`src/rtl/pwm2ch_pkg.sv`:
```
package pwm2ch_pkg;

    localparam int DATA_W    = 32;
    localparam int CNT_W     = 16;
    localparam int PSC_W     = 17;
    localparam int CODE_W    = 4;
    localparam int CH_STRIDE = 15;
    localparam int FIELD_W   = 9;
    localparam int RDY_BASE  = 28;

    localparam logic [CODE_W-1:0] CODE_BYPASS = 4'hF;

    // Field layout inside one channel slice of the control word
    typedef struct packed {
        logic              spare_b;
        logic              spare_a;
        logic              gate;
        logic              act;
        logic              en;
        logic [CODE_W-1:0] code;
    } ch_ctrl_t;

    // Clocks per counter step; 0 marks a reserved code
    function automatic logic [PSC_W-1:0] psc_div(input logic [CODE_W-1:0] code);
        case (code)
            4'd0:        return 17'd120;
            4'd1:        return 17'd180;
            4'd2:        return 17'd240;
            4'd3:        return 17'd360;
            4'd4:        return 17'd480;
            4'd8:        return 17'd12000;
            4'd9:        return 17'd24000;
            4'd10:       return 17'd36000;
            4'd11:       return 17'd48000;
            4'd12:       return 17'd72000;
            CODE_BYPASS: return 17'd1;
            default:     return '0;
        endcase
    endfunction

endpackage

```
`src/rtl/pwm2ch_regs.sv`:
```
module pwm2ch_regs
    import pwm2ch_pkg::*;
#(
    parameter int NUM_CH = 2,
    parameter int ADDR_W = 4
) (
    input  logic                           clk,
    input  logic                           rst_n,
    input  logic                           bus_sel,
    input  logic                           bus_we,
    input  logic [ADDR_W-1:0]              bus_addr,
    input  logic [DATA_W-1:0]              bus_wdata,
    input  logic [NUM_CH-1:0]              load_i,
    output logic [NUM_CH-1:0][CODE_W-1:0]  code_o,
    output logic [NUM_CH-1:0]              en_o,
    output logic [NUM_CH-1:0]              gate_o,
    output logic [NUM_CH-1:0]              act_o,
    output logic [NUM_CH-1:0][DATA_W-1:0]  shd_o,
    output logic [NUM_CH-1:0]              pend_o,
    output logic [DATA_W-1:0]              rdata_o
);

    typedef struct packed {
        ch_ctrl_t [NUM_CH-1:0]             ctrl;
        logic     [NUM_CH-1:0][DATA_W-1:0] shd;
        logic     [NUM_CH-1:0]             pend;
    } rf_t;

    rf_t  rf_d, rf_q;
    logic wr_en;

    always_comb begin
        rf_d    = rf_q;
        wr_en   = bus_sel && bus_we;
        rdata_o = '0;

        for (int n = 0; n < NUM_CH; n++) begin
            // a wrap load clears the flag, a same-cycle write sets it again
            rf_d.pend[n] = rf_q.pend[n] && !load_i[n];
            if (wr_en && bus_addr == '0) begin
                rf_d.ctrl[n] = bus_wdata[n*CH_STRIDE +: FIELD_W];
            end
            if (wr_en && bus_addr == ADDR_W'(4 * (n + 1))) begin
                rf_d.shd[n]  = bus_wdata;
                rf_d.pend[n] = 1'b1;
            end

            if (bus_addr == '0) begin
                rdata_o[n*CH_STRIDE +: FIELD_W] = rf_q.ctrl[n];
                rdata_o[RDY_BASE + n]           = rf_q.pend[n];
            end
            if (bus_addr == ADDR_W'(4 * (n + 1))) begin
                rdata_o = rf_q.shd[n];
            end

            code_o[n] = rf_q.ctrl[n].code;
            en_o[n]   = rf_q.ctrl[n].en;
            gate_o[n] = rf_q.ctrl[n].gate;
            act_o[n]  = rf_q.ctrl[n].act;
            shd_o[n]  = rf_q.shd[n];
            pend_o[n] = rf_q.pend[n];
        end
    end

    always_ff @(posedge clk or negedge rst_n) begin
        if (!rst_n) begin
            rf_q <= '0;
        end else begin
            rf_q <= rf_d;
        end
    end

endmodule

```
`src/rtl/pwm2ch_chan.sv`:
```
module pwm2ch_chan
    import pwm2ch_pkg::*;
(
    input  logic              clk,
    input  logic              rst_n,
    input  logic [CODE_W-1:0] code_i,
    input  logic              en_i,
    input  logic              gate_i,
    input  logic              act_i,
    input  logic              pend_i,
    input  logic [DATA_W-1:0] shd_i,
    output logic              load_o,
    output logic              out_o,
    output logic [CNT_W-1:0]  cnt_o,
    output logic [CNT_W-1:0]  prd_o
);

    localparam logic [PSC_W-1:0] PSC_ONE = 1;

    typedef struct packed {
        logic [PSC_W-1:0] pc;
        logic [CNT_W-1:0] cnt;
        logic [CNT_W-1:0] prd;
        logic [CNT_W-1:0] dty;
    } ch_st_t;

    ch_st_t           st_d, st_q;
    logic [PSC_W-1:0] div;
    logic             run, tick, wrap;

    always_comb begin
        div    = psc_div(code_i);
        run    = en_i && gate_i && (div != '0);
        tick   = run && (st_q.pc == div - PSC_ONE);
        wrap   = tick && (st_q.cnt == st_q.prd);
        load_o = pend_i && (!en_i || wrap);

        st_d = st_q;
        if (!en_i) begin
            st_d.pc  = '0;
            st_d.cnt = '0;
        end else if (run) begin
            if (tick) begin
                st_d.pc  = '0;
                st_d.cnt = wrap ? '0 : st_q.cnt + 1'b1;
            end else begin
                st_d.pc = st_q.pc + 1'b1;
            end
        end
        if (load_o) begin
            st_d.prd = shd_i[DATA_W-1:CNT_W];
            st_d.dty = shd_i[CNT_W-1:0];
        end

        out_o = (run && (st_q.cnt < st_q.dty)) ? act_i : !act_i;
        cnt_o = st_q.cnt;
        prd_o = st_q.prd;
    end

    always_ff @(posedge clk or negedge rst_n) begin
        if (!rst_n) begin
            st_q <= '0;
        end else begin
            st_q <= st_d;
        end
    end

endmodule

```
`src/rtl/pwm2ch_ctrl.sv`:
```
module pwm2ch_ctrl
    import pwm2ch_pkg::*;
#(
    parameter int NUM_CH = 2,
    parameter int ADDR_W = 4
) (
    input  logic              clk,
    input  logic              rst_n,
    input  logic              bus_sel,
    input  logic              bus_we,
    input  logic [ADDR_W-1:0] bus_addr,
    input  logic [DATA_W-1:0] bus_wdata,
    output logic [DATA_W-1:0] bus_rdata,
    output logic [NUM_CH-1:0] pwm_out
);

    logic [NUM_CH-1:0][CODE_W-1:0] code_v;
    logic [NUM_CH-1:0]             en_v, gate_v, act_v, pend_v, load_v, rsv_v;
    logic [NUM_CH-1:0][DATA_W-1:0] shd_v;
    logic [NUM_CH-1:0][CNT_W-1:0]  cnt_v, prd_v;

    pwm2ch_regs #(
        .NUM_CH (NUM_CH),
        .ADDR_W (ADDR_W)
    ) u_regs (
        .clk       (clk),
        .rst_n     (rst_n),
        .bus_sel   (bus_sel),
        .bus_we    (bus_we),
        .bus_addr  (bus_addr),
        .bus_wdata (bus_wdata),
        .load_i    (load_v),
        .code_o    (code_v),
        .en_o      (en_v),
        .gate_o    (gate_v),
        .act_o     (act_v),
        .shd_o     (shd_v),
        .pend_o    (pend_v),
        .rdata_o   (bus_rdata)
    );

    for (genvar n = 0; n < NUM_CH; n++) begin : g_ch
        pwm2ch_chan u_chan (
            .clk    (clk),
            .rst_n  (rst_n),
            .code_i (code_v[n]),
            .en_i   (en_v[n]),
            .gate_i (gate_v[n]),
            .act_i  (act_v[n]),
            .pend_i (pend_v[n]),
            .shd_i  (shd_v[n]),
            .load_o (load_v[n]),
            .out_o  (pwm_out[n]),
            .cnt_o  (cnt_v[n]),
            .prd_o  (prd_v[n])
        );
        assign rsv_v[n] = (psc_div(code_v[n]) == '0);
    end

endmodule

```
`config.mk`:
```
export PLATFORM = sky130hd
export DESIGN_NAME = pwm2ch_ctrl
export DESIGN_NICKNAME = d
export VERILOG_FILES = /design/src/rtl/pwm2ch_pkg.sv /design/src/rtl/pwm2ch_regs.sv /design/src/rtl/pwm2ch_chan.sv /design/src/rtl/pwm2ch_ctrl.sv
export SDC_FILE = /design/constraint.sdc
export NUM_CORES = 1
export LEC_CHECK = 0
export ABC_AREA = 1
export BUFFER_PORTS_ARGS = -buffer_cell sky130_fd_sc_hd__buf_2
export CAP_MARGIN = 15
export CORE_MARGIN = 1
export CORE_UTILIZATION = 60
export DETAILED_ROUTE_END_ITERATION = 6
export GPL_TIMING_DRIVEN = 0
export HOLD_SLACK_MARGIN = 0.08
export PLACE_DENSITY = 0.79
export SLEW_MARGIN = 10
export SYNTH_ARGS = -nofsm -noshare
export SYNTH_HDL_FRONTEND = slang
export SYNTH_SLANG_ARGS = --single-unit
```
`constraint.sdc`:
```
create_clock -name clk -period 3.5 [get_ports clk]
set_clock_uncertainty 0.15 [all_clocks]
set_input_delay 0.7 -clock clk [delete_from_list [all_inputs] [get_ports clk]]
set_output_delay 0.7 -clock clk [all_outputs]
set_load 0.05 [all_outputs]
```
==> results of run 1 <==
==> stage by stage <==
stage	cell area, um^2	utilization	total power [W]
finish	14300	0.702	0.00757
global route	14300	0.702	0.00793
CTS	14200	0.698	0.00754
detailed placement	13300	0.652	0.00477
global placement	13200	0.651	0.00471
floorplan	12500	-	0.00427
==> logic make-up (layout without fill, tap and decap cells) <==
group	after synthesis	count (layout)	synth area share
fa+ha+maj	40	40	0.0399
buf+inv	265	389	0.0926
simple gates	867	867	0.308
compound gates	177	177	0.0789
xor+xnor	76	76	0.0537
flops	214	214	0.427
==> final cells by class <==
| type | count | area share |
|---|---|---|
| Buffer | 69 | 0.0296 |
| Inverter | 196 | 0.0520 |
| Clock inverter | 9 | 0.0105 |
| Multi-Input combinational cell | 1160 | 0.427 |
| Tap cell | 270 | 0.0236 |
| Clock buffer | 34 | 0.0503 |
| Sequential cell | 214 | 0.375 |
| Timing Repair Buffer | 81 | 0.0325 |
==> cells in the final DEF, fill, tap and decap left out, types with 4 or more instances in the layout <==
master | Yosys | routed
a21oi_1 | 26 | 25
a22o_1 | 12 | 12
buf_2 | 7 | 77
buf_4 | 7 | 15
buf_6 | 17 | 18
bufinv_16 | 0 | 4
clkbuf_1 | 35 | 37
clkbuf_16 | 0 | 25
clkbuf_8 | 0 | 6
dfrtp_1 | 214 | 213
ha_1 | 40 | 40
inv_1 | 183 | 179
inv_2 | 10 | 13
nand2_1 | 502 | 501
nand2_2 | 10 | 10
nand2_4 | 4 | 5
nand3_1 | 156 | 153
nand3_2 | 9 | 8
nand3_4 | 3 | 7
nand4_1 | 34 | 34
nor2_1 | 87 | 87
nor2_4 | 4 | 4
nor3_1 | 27 | 25
nor4_1 | 7 | 7
o211ai_1 | 18 | 18
o21ai_0 | 99 | 99
o21ai_1 | 16 | 16
or2_2 | 14 | 14
xnor2_1 | 18 | 18
xor2_1 | 57 | 57
==> power groups by stage <==
stage	combinational (W)	clock, W	sequential, W
2_1_floorplan	0.00128	0	0.00299
3_3_place_gp	0.00162	0	0.00308
3_5_place_dp	0.00168	0	0.00309
4_1_cts	0.00172	0.00277	0.00304
5_1_grt	0.00199	0.00286	0.00308
6_report	0.00177	0.00275	0.00306
==> metal layers <==
| metal | vias to the layer above | GRT usage | wire length, um |
|---|---|---|---|
| met5 | - | 0 | 0 |
| met1 | 5371 | 0.449 | 14600 |
| met4 | 0 | 0.0849 | 721 |
| li1 | 5481 | - | - |
| met3 | 63 | 0.0394 | 2330 |
| met2 | 461 | 0.487 | 14900 |
==> registers in the layout, indices dropped and copies added, names as in the netlist <==
name	count
u_regs.act_o	2
u_regs.code_o	8
u_regs.shd_o	64
g_ch.u_chan.prd_o	32
u_regs.pend_o	2
u_regs.gate_o	2
g_ch.u_chan.st_q	66
g_ch.u_chan.cnt_o	32
u_regs.rf_q	4
u_regs.en_o	2
==> worst register-to-register path, cell delays in order, from the launching register on <==
cell and delay [ns]:
dfrtp_2 0.41, inv_1 0.09, ha_1 0.18, inv_1 0.10, nand2_4 0.09, nand2_1 0.12, nand3_4 0.12, inv_4 0.11
nand4_4 0.12, buf_6 0.18, xor2_1 0.14, nand3_1 0.13, nor2_4 0.14, nand3_2 0.12, nand2_4 0.16, nand3_4 0.12
buf_6 0.17, nand2_1 0.07, nand2_1 0.05
==> repair_timing <==
action	4_1_cts	5_1_grt
pin swaps	0	4
setup endpoints to repair	32	19
endpoints found under the hold margin	0	0
buffers inserted	4	3
resized for setup	8	17
==> how the worst max path moves through the flow <==
stage                                      start  depth (start not counted)                                   to
floorplan                            bus_addr[1]                          6                        bus_rdata[15]
finish              u_regs.code_o[1]$_DFFE_PN0P_                         13                           pwm_out[0]
CTS                 u_regs.code_o[1]$_DFFE_PN0P_                         11                           pwm_out[0]
global route        u_regs.code_o[1]$_DFFE_PN0P_                         13                           pwm_out[0]
global placement                           rst_n                          1  g_ch[1].u_chan.st_q[11]$_DFFE_PN0P_
detailed placement                   bus_addr[1]                          8                        bus_rdata[21]
==> results.ini, run 1 <==
[logic_synthesis]
synth.distinct_cells=40
yosysTopAreaCell=dfrtp_1
syn-instance-count=1639
synth.most_common_cell=nand2_1
synth.avg_cell_area_um2=7.65
syn-num-nets=1719
synth_ff_type=dfrtp_1
synth_edf_count=0
synth_area_um2=12500
yosys_warnings=0
postSynth.asyncResetShare=1.00
synth_top_area_frac=0.427
synth.area.top_cells=dfrtp_1, nand2_1, nand3_1
ys_seq_area_frac=0.427
ys_ff_latch=214
synth.top_cells.by_count=nand2_1, dfrtp_1, inv_1, nand3_1, o21ai_0

[flow_run]
maxCapViolCount=0

[critical_path]
rrSetupSlack_ns=0.61
worst_ep_required_time_ns=2.65
reg2reg_from=u_regs.code_o[1]$_DFFE_PN0P_
crit_family=simple AND/OR/NAND/NOR gates
crit_arrival_ns=2.54
r2r-end=g_ch[0].u_chan.prd_o[3]$_DFFE_PN0P_
slowest_delay_ns=0.41
crit_path_start_kind=flip-flop
crit_type=reg -> out
rr_worst_depth=18
end_kind=output port
cpMaxStageDelayCell=dfrtp_2
worstPathBufferInverterCount=5
path_cells=inv_1 -> ha_1 -> inv_1 -> nand2_4 -> nand2_1 -> nand3_4 -> inv_4 -> nand4_4 -> nand3_2 -> nor2_1 -> xnor2_1 -> buf_4 -> buf_4
critPathMaxFanout=7

[power_and_ir_drop]
ir_drop_mv=0.434
switching_power_w=0.00246
p_clk_frac=0.363
total_leakage_power_nw=7.41
power_per_cell_area_nw_per_um2=530
swShare=0.324
power_frac_comb=0.233
p_int_w=0.00512
p_seq_frac=0.403

[clock_network]
cts_tree=yes
htree_levels=1
clk_pin_slew_worst_paths_ns=0.06
insertion_delay_ns=0.52
root_buffer=clkbuf_16
numCtsBuffers=25
cts.sinks=214
ctsHoldBuffers=0
clockBufferDepth=3

[global_routing]
first_global_vias=10700
overflow=0
track_usage=0.309
grt_max_degree=111
grt_pass1_wl_um=53100
antenna_found_initial=0

[placed_design]
dp_cells=1983
routabilityCongestion=0.904
portBuffers=73
hpwl_um=23900
place_ws_ns=-0.602

[status]
run_status=completed

[sta]
finalSetupViolations=0
final.period_utilization=0.970
holdWs_ns=0.0633
drv_slew=0
setup_tns_ns=0
worst_slew_pin_slew_ns=0.859
fmax_mhz=295
finalCriticalPeriod_ns=3.39
max_slew_margin=0.427
rsz0062_at_grt=true
setup_slack_ns=0.105
hold_viol_final=0

[route]
routed_wl_um=32600
drt_iter0_drc=993
antenna_left=0
drc=0
routedWlPerCell_um=16.0
dr_total_vias=11400
viasPerCell=5.60
firstDrtPassIters=7

[layout]
ff_latch_area_um2=5360
drive_gt1_frac=0.128
final_cell_count_no_fill=2033
area_growth_pct=14.0
diodes=0
nNetsFinal=1827
multi_input_area_um2=6110
num-fill-cells=1673

[hold_path]
hold_class=in -> async

[floorplan]
fp-row-count=52
start_util=0.616
die_x_um=147
ios=74
coreArea_um2=20400
die_h_um=147
die_area_um2=21500

Note: power is estimated with default switching activity, not from simulation.
==> inputs of run 2 (changes only) <==
==> constraint.sdc (replaced) <==
create_clock -name clk -period 4 [get_ports clk]
set_clock_uncertainty 0.15 [all_clocks]
set_input_delay 0.8 -clock clk [delete_from_list [all_inputs] [get_ports clk]]
set_output_delay 0.8 -clock clk [all_outputs]
set_load 0.05 [all_outputs]
==> results.ini, run 2 (synthesized netlist as in run 1, its figures left out) <==
[status]
run_status=completed

[floorplan]
coreArea_um2=20400  ; unchanged
start_util=0.616  ; unchanged
ios=74  ; unchanged
die_x_um=147  ; unchanged
die_area_um2=21500  ; unchanged
fp-row-count=52  ; unchanged
die_h_um=147  ; unchanged

[layout]
layout_common_cells=nand2_1, dfrtp_1, inv_1
drive_gt1_frac=0.118  ; -0.00974
ff_latch_area_um2=5360  ; about the same
nNetsFinal=1820  ; -0.38%
multi_input_area_um2=6040  ; -1.0%
regMostFlops=g_ch.u_chan.st_q
diodes=0  ; unchanged
area_growth_pct=13.0
layout_commonest_cell=nand2_1
largest_register_ff_count=66  ; unchanged
num-fill-cells=1682  ; +0.54%

[critical_path]
crit_type=in -> out
cpMaxStageDelayCell=o211ai_1
crit_path_start_kind=input pin
path_cells=buf_2 -> nor2_1 -> inv_1 -> nor3_4 -> inv_1 -> clkbuf_1 -> o211ai_1 -> buf_2
crit_arrival_ns=2.83  ; +0.29 ns
end_kind=output port
worstPathBufferInverterCount=5  ; unchanged
crit_family=buffers and inverters
worst_ep_required_time_ns=3.05  ; +0.40 ns
critPathMaxFanout=10  ; +3
slowest_delay_ns=0.41  ; about the same

[sta]
drv_slew=0  ; unchanged
finalSetupViolations=0  ; unchanged
rsz0062_at_grt=false
fmax_mhz=264
setup_slack_ns=0.215  ; +0.110 ns
worst_slew_pin_slew_ns=0.844  ; -0.0154 ns
max_slew_margin=0.437  ; +0.0103
finalCriticalPeriod_ns=3.78
hold_viol_final=0  ; unchanged
final.period_utilization=0.946
holdWs_ns=0.181  ; +0.118 ns

[clock_network]
clk_pin_slew_worst_paths_ns=0.05  ; about the same
ctsHoldBuffers=0  ; unchanged
post_cts_buffers=0  ; -4
htree_levels=1  ; unchanged
cts.sinks=214  ; unchanged
root_buffer=clkbuf_16
insertion_delay_ns=0.52  ; about the same
clockBufferDepth=3  ; unchanged
numCtsBuffers=25  ; unchanged
cts_tree=yes

[route]
firstDrtPassIters=5  ; -2
dr_total_vias=11300  ; -0.82%
viasPerCell=5.57  ; -0.47%
antenna_left=0  ; unchanged
routed_wl_um=32500  ; -0.30%
drt_iter0_drc=965  ; -2.8%
routedWlPerCell_um=16.0  ; about the same
drc=0  ; unchanged

[global_routing]
first_global_vias=10600  ; -0.63%
overflow=0  ; unchanged
grt_max_degree=111  ; unchanged
track_usage=0.308  ; -0.00120
grt_pass1_wl_um=53000  ; -0.36%
antenna_found_initial=0  ; unchanged

[power_and_ir_drop]
swShare=0.323  ; -0.00178
power_frac_comb=0.226  ; -0.007
ir_drop_mv=0.378  ; -13%
p_int_w=0.00445  ; -13%
power_per_cell_area_nw_per_um2=463  ; -13%
p_seq_frac=0.408  ; +0.005
total_leakage_power_nw=7.35  ; -0.74%
p_clk_frac=0.366  ; +0.003
switching_power_w=0.00212  ; -14%

[placed_design]
hpwl_um=23900  ; unchanged
routabilityCongestion=0.904  ; unchanged
portBuffers=73  ; unchanged
place_ws_ns=-0.302  ; +0.300 ns

[flow_run]
maxCapViolCount=0  ; unchanged

[hold_path]
hold_class=in -> async

==> run 2: cell count changes in the layout (fill, tap and decap cells not counted), sizes merged <==
cell	change
buf	-7
==> run 2: final cells by class <==
| type | count | share of cell area |
|---|---|---|
| Clock inverter | 9 | 0.0106 |
| Buffer | 69 | 0.0298 |
| Tap cell | 270 | 0.0238 |
| Sequential cell | 214 | 0.378 |
| Timing Repair Buffer | 74 | 0.0284 |
| Multi-Input combinational cell | 1160 | 0.427 |
| Clock buffer | 34 | 0.0508 |
| Inverter | 196 | 0.0523 |
==> run 2: per-stage QoR <==
stage                     instance area, um^2  setup TNS (ns)  total power (W)  cells   util
after floorplan                         12500               0          0.00374   1639      -
after global placement                  13200         -351.68          0.00412   1982  0.651
after detailed placement                13300           -2.71          0.00417   1983  0.652
after CTS                               14200               0          0.00657   2026  0.695
after global routing                    14200               0          0.00689   2026  0.696
final                                   14200               0          0.00656   2026  0.696
==> run 2: power groups by stage <==
stage	logic (W)	registers (W)	clock network, W
finish	0.00149	0.00268	0.00240
global route	0.00168	0.00270	0.00250
CTS	0.00148	0.00267	0.00242
detailed placement	0.00147	0.00270	0
global placement	0.00142	0.00270	0
floorplan	0.00112	0.00262	0
==> run 2: worst paths after layout <==
kind,start,endpoint,slack [ns],depth (start not counted)
max in group asynchronous,rst_n,g_ch[1].u_chan.st_q[10]$_DFFE_PN0P_,2.47,2
worst max-delay path,bus_addr[1],bus_rdata[29],0.22,8
worst max register to register,u_regs.code_o[0]$_DFFE_PN0P_,g_ch[0].u_chan.prd_o[3]$_DFFE_PN0P_,0.99,16
worst min register to register,g_ch[0].u_chan.st_q[8]$_DFFE_PN0P_,g_ch[0].u_chan.st_q[8]$_DFFE_PN0P_,0.32,2
worst min-delay path,rst_n,g_ch[0].u_chan.st_q[56]$_DFFE_PN0P_,0.18,1
min in group clk,g_ch[0].u_chan.st_q[8]$_DFFE_PN0P_,g_ch[0].u_chan.st_q[8]$_DFFE_PN0P_,0.32,2
==> run 2: repair_timing <==
action	4_1_cts	5_1_grt
endpoints found under the hold margin	0	0
setup endpoints to repair	10	20
gates resized for setup	1	2
==> run 2: per-layer routing <==
layer | vias to the layer above | part of all wire | track usage
met3 | 64 | 0.069 | 0.0391
met5 | - | 0 | 0
li1 | 5458 | - | -
met4 | 0 | 0.023 | 0.0823
met2 | 441 | 0.46 | 0.485
met1 | 5320 | 0.45 | 0.449
==> run 2: worst reg2reg max path, stage by stage, from the launching register on <==
cell	delay, ns
dfrtp_1	0.43
inv_1	0.13
ha_1	0.33
nor2_2	0.12
nand2_2	0.10
nand3_1	0.19
nand4_4	0.17
buf_6	0.18
xor2_1	0.14
nand3_1	0.13
nor2_4	0.15
nand3_2	0.12
nand2_4	0.16
nand3_4	0.12
buf_6	0.17
nand2_1	0.07
nand2_1	0.05
